**config.mk**
```make
export PLATFORM = sky130hd
export DESIGN_NAME = lpf_shadow_ctrl
export DESIGN_NICKNAME = d
export VERILOG_FILES = /design/src/rtl/lpf_shadow_pkg.sv /design/src/rtl/lpf_field_merge.sv /design/src/rtl/lpf_ctrl_fsm.sv /design/src/rtl/lpf_shadow_ctrl.sv
export SDC_FILE = /design/constraint.sdc
export NUM_CORES = 1
export LEC_CHECK = 0
export BUFFER_PORTS_ARGS = -buffer_cell sky130_fd_sc_hd__buf_4
export CAP_MARGIN = 40
export CORE_ASPECT_RATIO = 2
export CORE_MARGIN = 5
export CORE_UTILIZATION = 59
export DETAILED_ROUTE_END_ITERATION = 7
export PLACE_DENSITY = 0.8
export SLEW_MARGIN = 20
export SYNTH_ARGS = -nofsm -noshare
export SYNTH_HDL_FRONTEND = slang
export SYNTH_HIERARCHICAL = 1
export SYNTH_SLANG_ARGS = --single-unit
```
**constraint.sdc**
```tcl
create_clock -name clk_i -period 3.8 [get_ports clk_i]
set_input_delay 0.76 -clock clk_i [delete_from_list [all_inputs] [get_ports clk_i]]
set_output_delay 0.76 -clock clk_i [all_outputs]
set_load 0.02 [all_outputs]
```
**src/rtl/lpf_shadow_pkg.sv**
```systemverilog
package lpf_shadow_pkg;

  typedef enum logic [2:0] {
    FLD_OPAMP    = 3'd0,
    FLD_DRIVER   = 3'd1,
    FLD_GAIN     = 3'd2,
    FLD_BYPASS   = 3'd3,
    FLD_COARSE   = 3'd4,
    FLD_FINE     = 3'd5,
    FLD_OVERRIDE = 3'd6,
    FLD_NONE     = 3'd7
  } field_e;

  typedef enum logic [2:0] {
    ST_RD_ID,
    ST_RD_MODE,
    ST_RD_BAND,
    ST_RD_FINE,
    ST_WR_WAIT,
    ST_IDLE,
    ST_ABSENT
  } state_e;

  localparam int unsigned BAND_FIELDS = 5;
  localparam int unsigned BAND_LSB [BAND_FIELDS] = '{0, 2, 4, 5, 6};
  localparam int unsigned BAND_WID [BAND_FIELDS] = '{2, 2, 1, 1, 4};
  localparam int unsigned BAND_MAX [BAND_FIELDS] = '{3, 3, 1, 1, 8};

  localparam int unsigned FINE_MAX  = 10;
  localparam int unsigned OVR_BIT_A = 1;
  localparam int unsigned OVR_BIT_B = 4;

  localparam int unsigned REG_ID   = 0;
  localparam int unsigned REG_MODE = 1;
  localparam int unsigned REG_BAND = 2;
  localparam int unsigned REG_FINE = 3;

endpackage

```
**src/rtl/lpf_field_merge.sv**
```systemverilog
module lpf_field_merge
  import lpf_shadow_pkg::*;
#(
  parameter int unsigned DATA_W = 24,
  parameter int unsigned ADDR_W = 2,
  parameter int unsigned VAL_W  = 4
) (
  input  field_e             field_i,
  input  logic [VAL_W-1:0]   value_i,
  input  logic [DATA_W-1:0]  mode_i,
  input  logic [DATA_W-1:0]  band_i,
  input  logic [DATA_W-1:0]  fine_i,
  output logic               legal_o,
  output logic [ADDR_W-1:0]  addr_o,
  output logic [DATA_W-1:0]  next_o,
  output logic               changed_o
);

  localparam logic [DATA_W-1:0] OVR_MASK =
    (DATA_W'(1) << OVR_BIT_A) | (DATA_W'(1) << OVR_BIT_B);

  logic [DATA_W-1:0] cur;
  logic [DATA_W-1:0] fmask;
  logic [DATA_W-1:0] fval;

  always_comb begin
    legal_o = 1'b0;
    addr_o  = ADDR_W'(REG_BAND);
    next_o  = band_i;
    cur     = band_i;
    fmask   = '0;
    fval    = '0;
    // band register fields, one descriptor per field code
    for (int k = 0; k < BAND_FIELDS; k++) begin
      if (field_i == field_e'(3'(k))) begin
        fmask   = ((DATA_W'(1) << BAND_WID[k]) - DATA_W'(1)) << BAND_LSB[k];
        fval    = (DATA_W'(value_i) << BAND_LSB[k]) & fmask;
        legal_o = 32'(value_i) <= BAND_MAX[k];
        next_o  = (band_i & ~fmask) | fval;
      end
    end
    case (field_i)
      FLD_FINE: begin
        addr_o  = ADDR_W'(REG_FINE);
        cur     = fine_i;
        legal_o = 32'(value_i) <= FINE_MAX;
        next_o  = DATA_W'(value_i);
      end
      FLD_OVERRIDE: begin
        addr_o  = ADDR_W'(REG_MODE);
        cur     = mode_i;
        legal_o = 32'(value_i) <= 1;
        next_o  = value_i[0] ? (mode_i | OVR_MASK) : (mode_i & ~OVR_MASK);
      end
      FLD_NONE: legal_o = 1'b0;
      default: ;
    endcase
    changed_o = next_o != cur;
  end

endmodule

```
**src/rtl/lpf_ctrl_fsm.sv**
```systemverilog
module lpf_ctrl_fsm
  import lpf_shadow_pkg::*;
#(
  parameter int unsigned        DATA_W   = 24,
  parameter int unsigned        ADDR_W   = 2,
  parameter logic [DATA_W-1:0]  ID_VALUE = 24'h114080
) (
  input  logic               clk_i,
  input  logic               rst_ni,
  input  logic               cmd_valid_i,
  input  logic               legal_i,
  input  logic               changed_i,
  input  logic [ADDR_W-1:0]  tgt_addr_i,
  input  logic [DATA_W-1:0]  next_i,
  input  logic               rsp_valid_i,
  input  logic               rsp_err_i,
  input  logic [DATA_W-1:0]  rsp_data_i,
  output logic [DATA_W-1:0]  mode_o,
  output logic [DATA_W-1:0]  band_o,
  output logic [DATA_W-1:0]  fine_o,
  output logic               req_valid_o,
  output logic               req_write_o,
  output logic [ADDR_W-1:0]  req_addr_o,
  output logic [DATA_W-1:0]  req_wdata_o,
  output logic               present_o,
  output logic               busy_o
);

  localparam logic [DATA_W-1:0] OVR_MASK =
    (DATA_W'(1) << OVR_BIT_A) | (DATA_W'(1) << OVR_BIT_B);

  state_e             state_q;
  logic [DATA_W-1:0]  mode_q, band_q, fine_q, wdata_q;
  logic [ADDR_W-1:0]  addr_q;
  logic               write_q, present_q;
  logic               rsp_ok;

  assign rsp_ok = rsp_valid_i && !rsp_err_i;

  always_ff @(posedge clk_i or negedge rst_ni) begin
    if (!rst_ni) begin
      state_q   <= ST_RD_ID;
      mode_q    <= '0;
      band_q    <= '0;
      fine_q    <= '0;
      wdata_q   <= '0;
      addr_q    <= ADDR_W'(REG_ID);
      write_q   <= 1'b0;
      present_q <= 1'b0;
    end else begin
      case (state_q)
        ST_RD_ID: if (rsp_valid_i) begin
          if (rsp_ok && rsp_data_i == ID_VALUE) begin
            state_q <= ST_RD_MODE;
            addr_q  <= ADDR_W'(REG_MODE);
          end else state_q <= ST_ABSENT;
        end
        ST_RD_MODE: if (rsp_valid_i) begin
          if (rsp_ok) begin
            mode_q  <= rsp_data_i;
            addr_q  <= ADDR_W'(REG_BAND);
            state_q <= ST_RD_BAND;
          end else state_q <= ST_ABSENT;
        end
        ST_RD_BAND: if (rsp_valid_i) begin
          if (rsp_ok) begin
            band_q  <= rsp_data_i;
            addr_q  <= ADDR_W'(REG_FINE);
            state_q <= ST_RD_FINE;
          end else state_q <= ST_ABSENT;
        end
        ST_RD_FINE: if (rsp_valid_i) begin
          if (rsp_ok) begin
            fine_q <= rsp_data_i;
            // enable register override unless already on
            if ((mode_q & OVR_MASK) != OVR_MASK) begin
              mode_q  <= mode_q | OVR_MASK;
              wdata_q <= mode_q | OVR_MASK;
              addr_q  <= ADDR_W'(REG_MODE);
              write_q <= 1'b1;
              state_q <= ST_WR_WAIT;
            end else begin
              state_q   <= ST_IDLE;
              present_q <= 1'b1;
            end
          end else state_q <= ST_ABSENT;
        end
        ST_IDLE: if (cmd_valid_i && legal_i && changed_i) begin
          if (tgt_addr_i == ADDR_W'(REG_MODE))      mode_q <= next_i;
          else if (tgt_addr_i == ADDR_W'(REG_FINE)) fine_q <= next_i;
          else                                      band_q <= next_i;
          wdata_q <= next_i;
          addr_q  <= tgt_addr_i;
          write_q <= 1'b1;
          state_q <= ST_WR_WAIT;
        end
        ST_WR_WAIT: if (rsp_valid_i) begin
          state_q   <= ST_IDLE;
          present_q <= 1'b1;
        end
        default: ;
      endcase
    end
  end

  assign req_valid_o = (state_q == ST_RD_ID)   || (state_q == ST_RD_MODE) ||
                       (state_q == ST_RD_BAND) || (state_q == ST_RD_FINE) ||
                       (state_q == ST_WR_WAIT);
  assign req_write_o = write_q;
  assign req_addr_o  = addr_q;
  assign req_wdata_o = wdata_q;
  assign busy_o      = (state_q != ST_IDLE) && (state_q != ST_ABSENT);
  assign present_o   = present_q;
  assign mode_o      = mode_q;
  assign band_o      = band_q;
  assign fine_o      = fine_q;


  req_stable_chk: assert property (@(posedge clk_i) disable iff (!rst_ni)
    req_valid_o && !rsp_valid_i |=> req_valid_o && $stable(req_addr_o) &&
    $stable(req_wdata_o) && $stable(req_write_o));


  busy_cover_chk: assert property (@(posedge clk_i) disable iff (!rst_ni)
    req_valid_o |-> busy_o);


  present_hold_chk: assert property (@(posedge clk_i) disable iff (!rst_ni)
    present_o |=> present_o);


  illegal_quiet_chk: assert property (@(posedge clk_i) disable iff (!rst_ni)
    (state_q == ST_IDLE) && cmd_valid_i && !legal_i |=> !req_valid_o);


  same_quiet_chk: assert property (@(posedge clk_i) disable iff (!rst_ni)
    (state_q == ST_IDLE) && cmd_valid_i && !changed_i |=> !req_valid_o);


  absent_quiet_chk: assert property (@(posedge clk_i) disable iff (!rst_ni)
    (state_q == ST_ABSENT) |=> !req_valid_o && !present_o);

endmodule

```
**src/rtl/lpf_shadow_ctrl.sv**
```systemverilog
module lpf_shadow_ctrl
  import lpf_shadow_pkg::*;
#(
  parameter int unsigned        DATA_W   = 24,
  parameter int unsigned        ADDR_W   = 2,
  parameter int unsigned        VAL_W    = 4,
  parameter logic [DATA_W-1:0]  ID_VALUE = 24'h114080
) (
  input  logic               clk_i,
  input  logic               rst_ni,
  input  logic               cmd_valid_i,
  input  logic [2:0]         cmd_field_i,
  input  logic [VAL_W-1:0]   cmd_value_i,
  output logic               req_valid_o,
  output logic               req_write_o,
  output logic [ADDR_W-1:0]  req_addr_o,
  output logic [DATA_W-1:0]  req_wdata_o,
  input  logic               rsp_valid_i,
  input  logic               rsp_err_i,
  input  logic [DATA_W-1:0]  rsp_data_i,
  output logic               present_o,
  output logic               busy_o
);

  logic [DATA_W-1:0] mode_s, band_s, fine_s, next_s;
  logic [ADDR_W-1:0] tgt_s;
  logic              legal_s, changed_s;

  lpf_field_merge #(
    .DATA_W (DATA_W),
    .ADDR_W (ADDR_W),
    .VAL_W  (VAL_W)
  ) u_merge (
    .field_i   (field_e'(cmd_field_i)),
    .value_i   (cmd_value_i),
    .mode_i    (mode_s),
    .band_i    (band_s),
    .fine_i    (fine_s),
    .legal_o   (legal_s),
    .addr_o    (tgt_s),
    .next_o    (next_s),
    .changed_o (changed_s)
  );

  lpf_ctrl_fsm #(
    .DATA_W   (DATA_W),
    .ADDR_W   (ADDR_W),
    .ID_VALUE (ID_VALUE)
  ) u_fsm (
    .clk_i       (clk_i),
    .rst_ni      (rst_ni),
    .cmd_valid_i (cmd_valid_i),
    .legal_i     (legal_s),
    .changed_i   (changed_s),
    .tgt_addr_i  (tgt_s),
    .next_i      (next_s),
    .rsp_valid_i (rsp_valid_i),
    .rsp_err_i   (rsp_err_i),
    .rsp_data_i  (rsp_data_i),
    .mode_o      (mode_s),
    .band_o      (band_s),
    .fine_o      (fine_s),
    .req_valid_o (req_valid_o),
    .req_write_o (req_write_o),
    .req_addr_o  (req_addr_o),
    .req_wdata_o (req_wdata_o),
    .present_o   (present_o),
    .busy_o      (busy_o)
  );

endmodule

```
==> impl_metrics.ini, run 1 <==
[yosys]
yosysSeqAreaShare_pct = 44.3
synth-edff-count = 0
async_flop_share_pct = 100
syn_area_per_cell_sq_um = 9.14
dominantRegCellSynth = dfrtp_1
yosysWarnings = 6
yosysUniqueCellTypes = 68
synthCells = 636
syn_nets = 672
ys_ff_latch = 103
syn-cell-area_sq_mm = 0.00581

[grt]
track_usage_pct = 29.2
grt_pass1_vias = 5317
antenna_found_initial = 0
grt_overflow = 0
grt_max_degree = 104
grt_pass1_wl_mm = 26.9

[clock_tree]
cts_root_buf = clkbuf_16
cts.path.max_buffers = 2
htreeDepth = 3
worst_skew_pair.late_latency_ps = 350
cts_tree = yes
cts_buffers = 9
ctsResizeCount = 0
clkSlewWorstSetupHoldPaths_ps = 70
postCtsSetupBuffers = 0
ctsHoldBuffers = 0
cts.sinks = 103

[finish]
post-route-util_pct = 70.5
finalNetCount = 735
syn2layout_area_growth_pct = 17.6
nFillCells = 761
drive_gt1_share_pct = 20.6
multi_input_area_sq_mm = 0.00296
regArea_sq_mm = 0.00258
stdcell_count = 836
antennaDiodeCount = 0

[die]
die_y_um = 150
rows = 51
die_width_um = 80.2
dieArea_sq_mm = 0.0121
io_pins = 66
core_sq_mm = 0.00970
start_util_pct = 59.9

[sta]
slew_viol_final = 0
max_slew_margin_pct = 59.0
tns_ps = 0
max_freq_mhz = 296
hold_ws_ps = 442
skew_ps = 6.45
worst_pin_slew_ps = 614
rsz0062_at_grt = false
final-hold-violation-count = 0
min_period_ps = 3380
post-route-period-util_pct = 89.0
setup_viol = 0

[power]
powerDensity_mw_per_mm2 = 337
p_seq_share_pct = 48.5
intPower_uw = 1700
clkPwrFrac_pct = 40.0
vdd_drop_max_mv = 0.365
leakage_uw = 0.00330
switchingPower_uw = 609
pwr-share-comb_pct = 11.5
finalPower_uw = 2310
switching_share_pct = 26.4

[setup_path]
cp_max_fo = 10
startpoint_type = input port
rrSetupSlack_ps = 750
critical_path_required_ps = 4030
worstSetupEndpointType = flop
path_class = in2reg
cp.arrival_ps = 3610

[flow_run]
cap_violations = 0

[route]
drcViolationCount = 0
routed_wl_mm = 16.7
routed_via_density = 6.32
ant_nets = 0
post_drt_wl_per_cell_um = 19.9
dr.pass1.iters = 5
first_iter_violations = 493
vias = 5281

[worst_hold_path]
hp-class = in2async

[outcome]
status = complete, no violations

[place]
dpl.hpwl_mm = 12.5
port_buffers = 65
gp_congestion = 0.947
dp_cells = 820
==> registers in the layout, indices dropped and copies added, names as in the netlist <==
| name | count |
|---|---|
| u_fsm/band_o | 24 |
| u_fsm/fine_o | 24 |
| u_fsm/mode_o | 24 |
| u_fsm/req_wdata_o | 24 |
| u_fsm/state_q | 3 |
| u_fsm/req_addr_o | 2 |
| u_fsm/present_o | 1 |
| u_fsm/req_write_o | 1 |
==> synth_stat cells (2+ instances only) <==
library cell | n | area [sq um]
mux2_2 | 15 | 169
or4b_1 | 2 | 20.0
nor2b_1 | 11 | 68.8
o221ai_1 | 7 | 61.3
nand4_1 | 5 | 31.3
nand2b_1 | 8 | 50.1
o211ai_1 | 4 | 30.0
nor2_1 | 59 | 221
o21ai_0 | 11 | 55.1
and3_1 | 7 | 43.8
inv_1 | 6 | 22.5
mux2i_1 | 6 | 60.1
a22o_1 | 3 | 26.3
nor3b_1 | 8 | 60.1
o221a_2 | 2 | 22.5
a31oi_1 | 40 | 250
nand2_1 | 133 | 499
o22ai_1 | 5 | 31.3
o2bb2ai_1 | 4 | 35.0
o32ai_1 | 2 | 17.5
xor2_1 | 4 | 35.0
buf_4 | 6 | 45.0
o221ai_2 | 2 | 30.0
xnor2_1 | 5 | 43.8
a22oi_1 | 9 | 67.6
a21o_1 | 2 | 15.0
dfrtp_1 | 103 | 2580
o21ai_1 | 15 | 75.1
and3b_1 | 4 | 35.0
clkbuf_1 | 13 | 48.8
buf_1 | 2 | 7.51
buf_6 | 5 | 56.3
maj3_1 | 2 | 20.0
and2_1 | 3 | 18.8
a311oi_1 | 2 | 17.5
buf_2 | 17 | 85.1
o21a_1 | 2 | 15.0
o22a_1 | 3 | 26.3
nor3_1 | 2 | 10.0
a211oi_1 | 4 | 30.0
nor4_1 | 5 | 31.3
mux2_1 | 29 | 327
a21oi_1 | 32 | 160
inv_2 | 3 | 11.3
==> worst max-delay path: stages <==
cell and delay, ps:
buf_4 120, and3b_1 560, buf_12 190, nand2_1 80, a22oi_1 240, nand4_1 160
o211ai_1 210, nand4_1 130, nand4_1 170, nor2_1 110, o221ai_2 300, buf_4 240
mux2_1 350
==> power by group through the flow <==
| stage | clock [uW] | combinational, uW | sequential [uW] |
|---|---|---|---|
| 2_1_floorplan | 0 | 121 | 1160 |
| 3_3_place_gp | 0 | 260 | 1140 |
| 3_5_place_dp | 0 | 263 | 1140 |
| 4_1_cts | 934 | 264 | 1120 |
| 5_1_grt | 980 | 286 | 1120 |
| 6_report | 924 | 264 | 1120 |
==> cell usage in the layout, fill, tap and decap left out, drive strengths merged, types with 2 or more instances in the layout <==
cell type,count
nand2,134
dfrtp,103
buf,95
nor2,59
mux2,44
a31oi,40
a21oi,32
o21ai,26
inv,13
nor2b,12
clkbuf,10
a22oi,10
nand2b,9
o221ai,9
nor3b,8
and3,7
mux2i,6
nand4,6
nor4,6
o22ai,6
xnor2,5
a211oi,5
and3b,4
o211ai,4
o2bb2ai,4
xor2,4
a22o,3
and2,3
o22a,3
or4b,3
a311oi,3
nor3,2
o32ai,2
a21o,2
o21a,2
maj3,2
o221a,2
==> kinds of logic after synthesis <==
kind of cell             Yosys count  share of synthesized area [%]
multiplexers                      50                           9.56
flip-flops                       103                           44.3
AO/OA/AOI/OAI                    163                           19.1
buffers and inverters             52                           4.76
XOR/XNOR                           9                           1.36
adder cells (fa/ha/maj)            2                          0.344
AND/OR/NAND/NOR                  257                           20.5
==> area by class of cell <==
| type | instances | area share, % |
|---|---|---|
| multi-input cells | 481 | 43.3 |
| flip-flops and latches | 103 | 37.7 |
| repair buffers | 95 | 11.7 |
| clock buffers | 10 | 3.49 |
| well taps | 132 | 2.42 |
| clock inverters | 6 | 0.897 |
| inverters | 9 | 0.494 |
==> worst paths after layout <==
| kind | start | end | cells after the start |
|---|---|---|---|
| min in group clk_i | u_fsm/present_o | u_fsm/present_o | 1 |
| hold reg to reg | u_fsm/present_o | u_fsm/present_o | 1 |
| max in group asynchronous | rst_ni | u_fsm/mode_o[1] | 2 |
| setup / recovery | cmd_field_i[0] | u_fsm/fine_o[11] | 13 |
| hold / removal | rst_ni | u_fsm/band_o[10] | 2 |
| setup reg to reg | u_fsm/band_o[7] | u_fsm/fine_o[11] | 11 |
==> metal layers <==
layer	vias up	track usage (%)	part of all wire, %
met3	57	2.93	5.1
li1	2413	-	-
met4	0	17.4	5.1
met2	240	52.1	54
met5	-	0	0
met1	2571	32.7	35
==> per-stage QoR <==
| step | area [sq um] | worst slack (ps) |
|---|---|---|
| after floorplan | 5810 | 384 |
| after global placement | 6530 | 208 |
| after detailed placement | 6540 | 131 |
| after CTS | 6840 | 471 |
| after global routing | 6840 | 236 |
| final | 6840 | 416 |
No activity file was read; power rests on OpenSTA's default activity.
==> run 2: changes to the inputs <==
Settings changed: CORE_MARGIN 5 to 2, GPL_TIMING_DRIVEN set to 1, PLACE_DENSITY 0.8 to 0.91.
==> impl_metrics.ini, run 2 (synthesized netlist as in run 1, its figures left out) <==
[power]
powerDensity_mw_per_mm2 = 355
vdd_drop_max_mv = 0.325
leakage_uw = 0.00333
finalPower_uw = 2450

[worst_hold_path]
hp-class = in2async

[finish]
drive_gt1_share_pct = 20.1
layout_commonest_cell = nand2_1
mostFrequentLayoutCells = nand2_1, dfrtp_1, buf_4, nor2_1, a31oi_1
fin_area_sq_mm = 0.00689
finalNetCount = 733
antennaDiodeCount = 0
nFillCells = 675
stdcell_count = 833
syn2layout_area_growth_pct = 18.5

[die]
dieArea_sq_mm = 0.0107
start_util_pct = 60.3
core_sq_mm = 0.00964
die_y_um = 144
die_width_um = 74.2
rows = 51
io_pins = 66

[clock_tree]
postCtsSetupBuffers = 0
worst_skew_pair.late_latency_ps = 360
clkSlewWorstSetupHoldPaths_ps = 70
cts_tree = yes
cts_root_buf = clkbuf_16
cts.sinks = 103
ctsResizeCount = 0
htreeDepth = 3
cts.path.max_buffers = 2
ctsHoldBuffers = 0
cts_buffers = 9

[sta]
tns_ps = 0
rsz0062_at_grt = false
skew_ps = 11.1
slew_viol_final = 0
worst_pin_slew_ps = 894
final-hold-violation-count = 0
max_slew_margin_pct = 39.5
setup_viol = 0
post-route-period-util_pct = 94.8
min_period_ps = 3600
setup_ws_ps = 198
max_freq_mhz = 278

[outcome]
status = complete, no violations

[setup_path]
cp.arrival_ps = 3830
reg2reg_depth = 12
startpoint_type = input port
path_class = in2reg
critical_path_required_ps = 4030
cp_max_fo = 23
worstSetupEndpointType = flop

[flow_run]
cap_violations = 0

[grt]
track_usage_pct = 34.9
grt_pass1_wl_mm = 28.1
grt_pass1_vias = 5395
antenna_found_initial = 0
grt_overflow = 0
grt_max_degree = 61

[place]
gp_congestion = 0.960
port_buffers = 65
dpl.hpwl_mm = 12.4
dpl-instance-area_sq_mm = 0.00655
pre_cts_slack_ps = 8.61
dp_cells = 818

[route]
first_iter_violations = 789
routed_wl_mm = 17.7
drcViolationCount = 0
ant_nets = 0
routed_via_density = 6.58
vias = 5479
dr.pass1.iters = 6
post_drt_wl_per_cell_um = 21.3
## run 2: cell count changes in the layout (fill, tap and decap cells not counted), moves of 2 or more
cell       before  now
buf_4          87   84
bufinv_16       0    3
clkinv_4        0    2
inv_6           3    0
## run 2: per-stage QoR
stage                     hold slack, ps  util [%]
after floorplan                      456         -
after global placement               443      67.6
after detailed placement             461      68.0
after CTS                            342      71.5
after global routing                 360      71.5
final                                325      71.5
## run 2: layout make-up
cell class | count | area (sq um) | area share [%]
Clock inverter | 5 | 108 | 1.56
Tap cell | 132 | 165 | 2.40
Sequential cell | 103 | 2580 | 37.4
Inverter | 9 | 33.8 | 0.490
Multi-Input combinational cell | 481 | 2960 | 43.0
Timing Repair Buffer | 93 | 813 | 11.8
Clock buffer | 10 | 229 | 3.32
## run 2: per-layer routing
metal	up-vias	part of all wire, %	track usage [%]
li1	2399	-	-
met1	2613	34	39.6
met2	379	53	60.1
met3	88	7.6	5.99
met4	0	5.3	20.2
met5	-	0	0
## run 2: path summary, 6_finish.rpt
| check | endpoint | start | slack, ps |
|---|---|---|---|
| setup / recovery | u_fsm/fine_o[7] | cmd_field_i[1] | 200 |
| hold / removal | u_fsm/req_wdata_o[17] | rst_ni | 330 |
| min in group clk_i | u_fsm/present_o | u_fsm/present_o | 470 |
| setup reg to reg | u_fsm/req_wdata_o[22] | u_fsm/band_o[1] | 650 |
| hold reg to reg | u_fsm/present_o | u_fsm/present_o | 470 |
| max in group asynchronous | u_fsm/mode_o[13] | rst_ni | 2560 |
## run 2: worst max-delay path, stage by stage
cell and delay, ps:
buf_4 160, and3b_1 600, buf_12 200, nand2_1 90, a22oi_1 260, nand4_1 140
o211ai_1 210, nand4_1 190, nand4_1 220, nor2_1 110, o221ai_2 300, buf_12 210
mux2_1 350
## run 2: power breakdown
group	switching, uW	internal (uW)	total [uW]	leakage [uW]
combinational	164	109	273	0.00176
sequential	9.92	1110	1120	0.00140
clock	411	643	1050	0.000163
total	586	1860	2450	0.00333
==> run 3: changes to the inputs <==
Settings changed: MAX_ROUTING_LAYER set to met4.
==> impl_metrics.ini, run 3 (synthesized netlist as in run 1, its figures left out) <==
[route]
ant_nets = 0
first_iter_violations = 702
post_drt_wl_per_cell_um = 21.3
routed_via_density = 6.63
routed_wl_mm = 17.8
drcViolationCount = 0
dr.pass1.iters = 6
vias = 5542

[clock_tree]
clkSlewWorstSetupHoldPaths_ps = 70
worst_skew_pair.late_latency_ps = 350
cts.path.max_buffers = 2
cts_root_buf = clkbuf_16
cts.sinks = 103
htreeDepth = 3
cts_buffers = 9
ctsResizeCount = 0
postCtsSetupBuffers = 0
cts_tree = yes
ctsHoldBuffers = 0

[power]
intPower_uw = 1750
switchingPower_uw = 607
clkPwrFrac_pct = 40.7
powerDensity_mw_per_mm2 = 343
finalPower_uw = 2350
vdd_drop_max_mv = 0.360
p_seq_share_pct = 47.6
pwr-share-comb_pct = 11.7
leakage_uw = 0.00332
switching_share_pct = 25.8

[sta]
slew_viol_final = 0
min_period_ps = 3510
post-route-period-util_pct = 92.4
hold_ws_ps = 357
skew_ps = 12.3
tns_ps = 0
setup_viol = 0
worst_pin_slew_ps = 834
max_freq_mhz = 285
final-hold-violation-count = 0
max_slew_margin_pct = 43.6
rsz0062_at_grt = false

[die]
die_width_um = 74.2
io_pins = 66
rows = 51
core_sq_mm = 0.00964
die_y_um = 144
dieArea_sq_mm = 0.0107
start_util_pct = 60.3

[setup_path]
cp.arrival_ps = 3730
rrSetupSlack_ps = 750
crit_buf_inv = 2
critical_path_required_ps = 4020
cp_common_cell = nand4_1
cp_max_fo = 19
worstSetupEndpointType = flop
startpoint = cmd_field_i[0]
critPathMaxStageDelay_ps = 700
rr_startpoint = u_fsm/band_o[7]
path_class = in2reg
crit_chain = buf_4 > and3b_1 > nand2_1 > a22oi_1 > nand4_1 > o211ai_1 > nand4_1 > nand4_1 > nor2_1 > o221ai_2 > buf_12 > mux2_1
crit_slowest_cell = and3b_1
startpoint_type = input port
worst_path_dominant_cell_family = simple AND/OR/NAND/NOR gates

[finish]
layout_commonest_cell = nand2_1
finalNetCount = 735
post-route-util_pct = 71.3
syn2layout_area_growth_pct = 18.2
antennaDiodeCount = 0
nFillCells = 698
drive_gt1_share_pct = 20.6
mostFrequentLayoutCells = nand2_1, dfrtp_1, buf_4, nor2_1, a31oi_1

[grt]
antenna_found_initial = 0
grt_overflow = 0
grt_max_degree = 59
grt_pass1_vias = 5332
track_usage_pct = 35.8
grt_pass1_wl_mm = 27.9

[worst_hold_path]
hp-class = in2async

[place]
port_buffers = 65
gp_congestion = 0.934
dpl.hpwl_mm = 12.6

[outcome]
status = complete, no violations

[flow_run]
cap_violations = 0
run 3: changes by cell type in the layout (fill, tap and decap cells not counted):
| cell | previous run | this run |
|---|---|---|
| buf_12 | 7 | 6 |
| buf_4 | 84 | 87 |
| bufinv_16 | 3 | 1 |
| clkbuf_1 | 1 | 0 |
| clkinv_2 | 0 | 1 |
| clkinv_4 | 2 | 0 |
| clkinv_8 | 0 | 1 |
| inv_6 | 0 | 3 |
| inv_8 | 0 | 1 |
run 3: power groups by stage:
| stage | registers, uW | logic [uW] | clock network (uW) |
|---|---|---|---|
| final | 1120 | 276 | 958 |
| after global routing | 1120 | 294 | 1010 |
| after CTS | 1120 | 271 | 974 |
| after detailed placement | 1140 | 269 | 0 |
| after global placement | 1140 | 261 | 0 |
| after floorplan | 1160 | 121 | 0 |
run 3: cell type report:
type                            instances  area (sq um)  share of cell area [%]
Clock buffer                            9           225                    3.28
Sequential cell                       103          2580                    37.5
Timing Repair Buffer                   95           816                    11.9
Multi-Input combinational cell        481          2960                    43.1
Clock inverter                          7          88.8                    1.29
Tap cell                              132           165                    2.40
Inverter                                9          33.8                   0.492
run 3: metrics by stage:
stage          cell area, sq um  std cells  setup WS (ps)
2_1_floorplan              5810        636            384
3_3_place_gp               6510        818            152
3_5_place_dp               6560        820           78.4
4_1_cts                    6870        836            419
5_1_grt                    6870        836            167
6_report                   6870        836            291
run 3: metal layers:
layer  vias to the layer above  routed length (um)  track usage [%]
met5                         -                   0                -
met2                       360                9210             59.4
li1                       2415                   -                -
met4                         0                1430             22.3
met3                       136                1280             4.25
met1                      2631                5870             40.2
run 3: path summary, 6_finish.rpt:
kind                                    endpoint  cells past startpoint
max                             u_fsm/fine_o[22]                     12
min                        u_fsm/req_wdata_o[14]                      1
max reg2reg                     u_fsm/fine_o[22]                     11
min reg2reg                    u_fsm/req_write_o                      1
max in group asynchronous        u_fsm/fine_o[1]                      3
min in group clk_i             u_fsm/req_write_o                      1
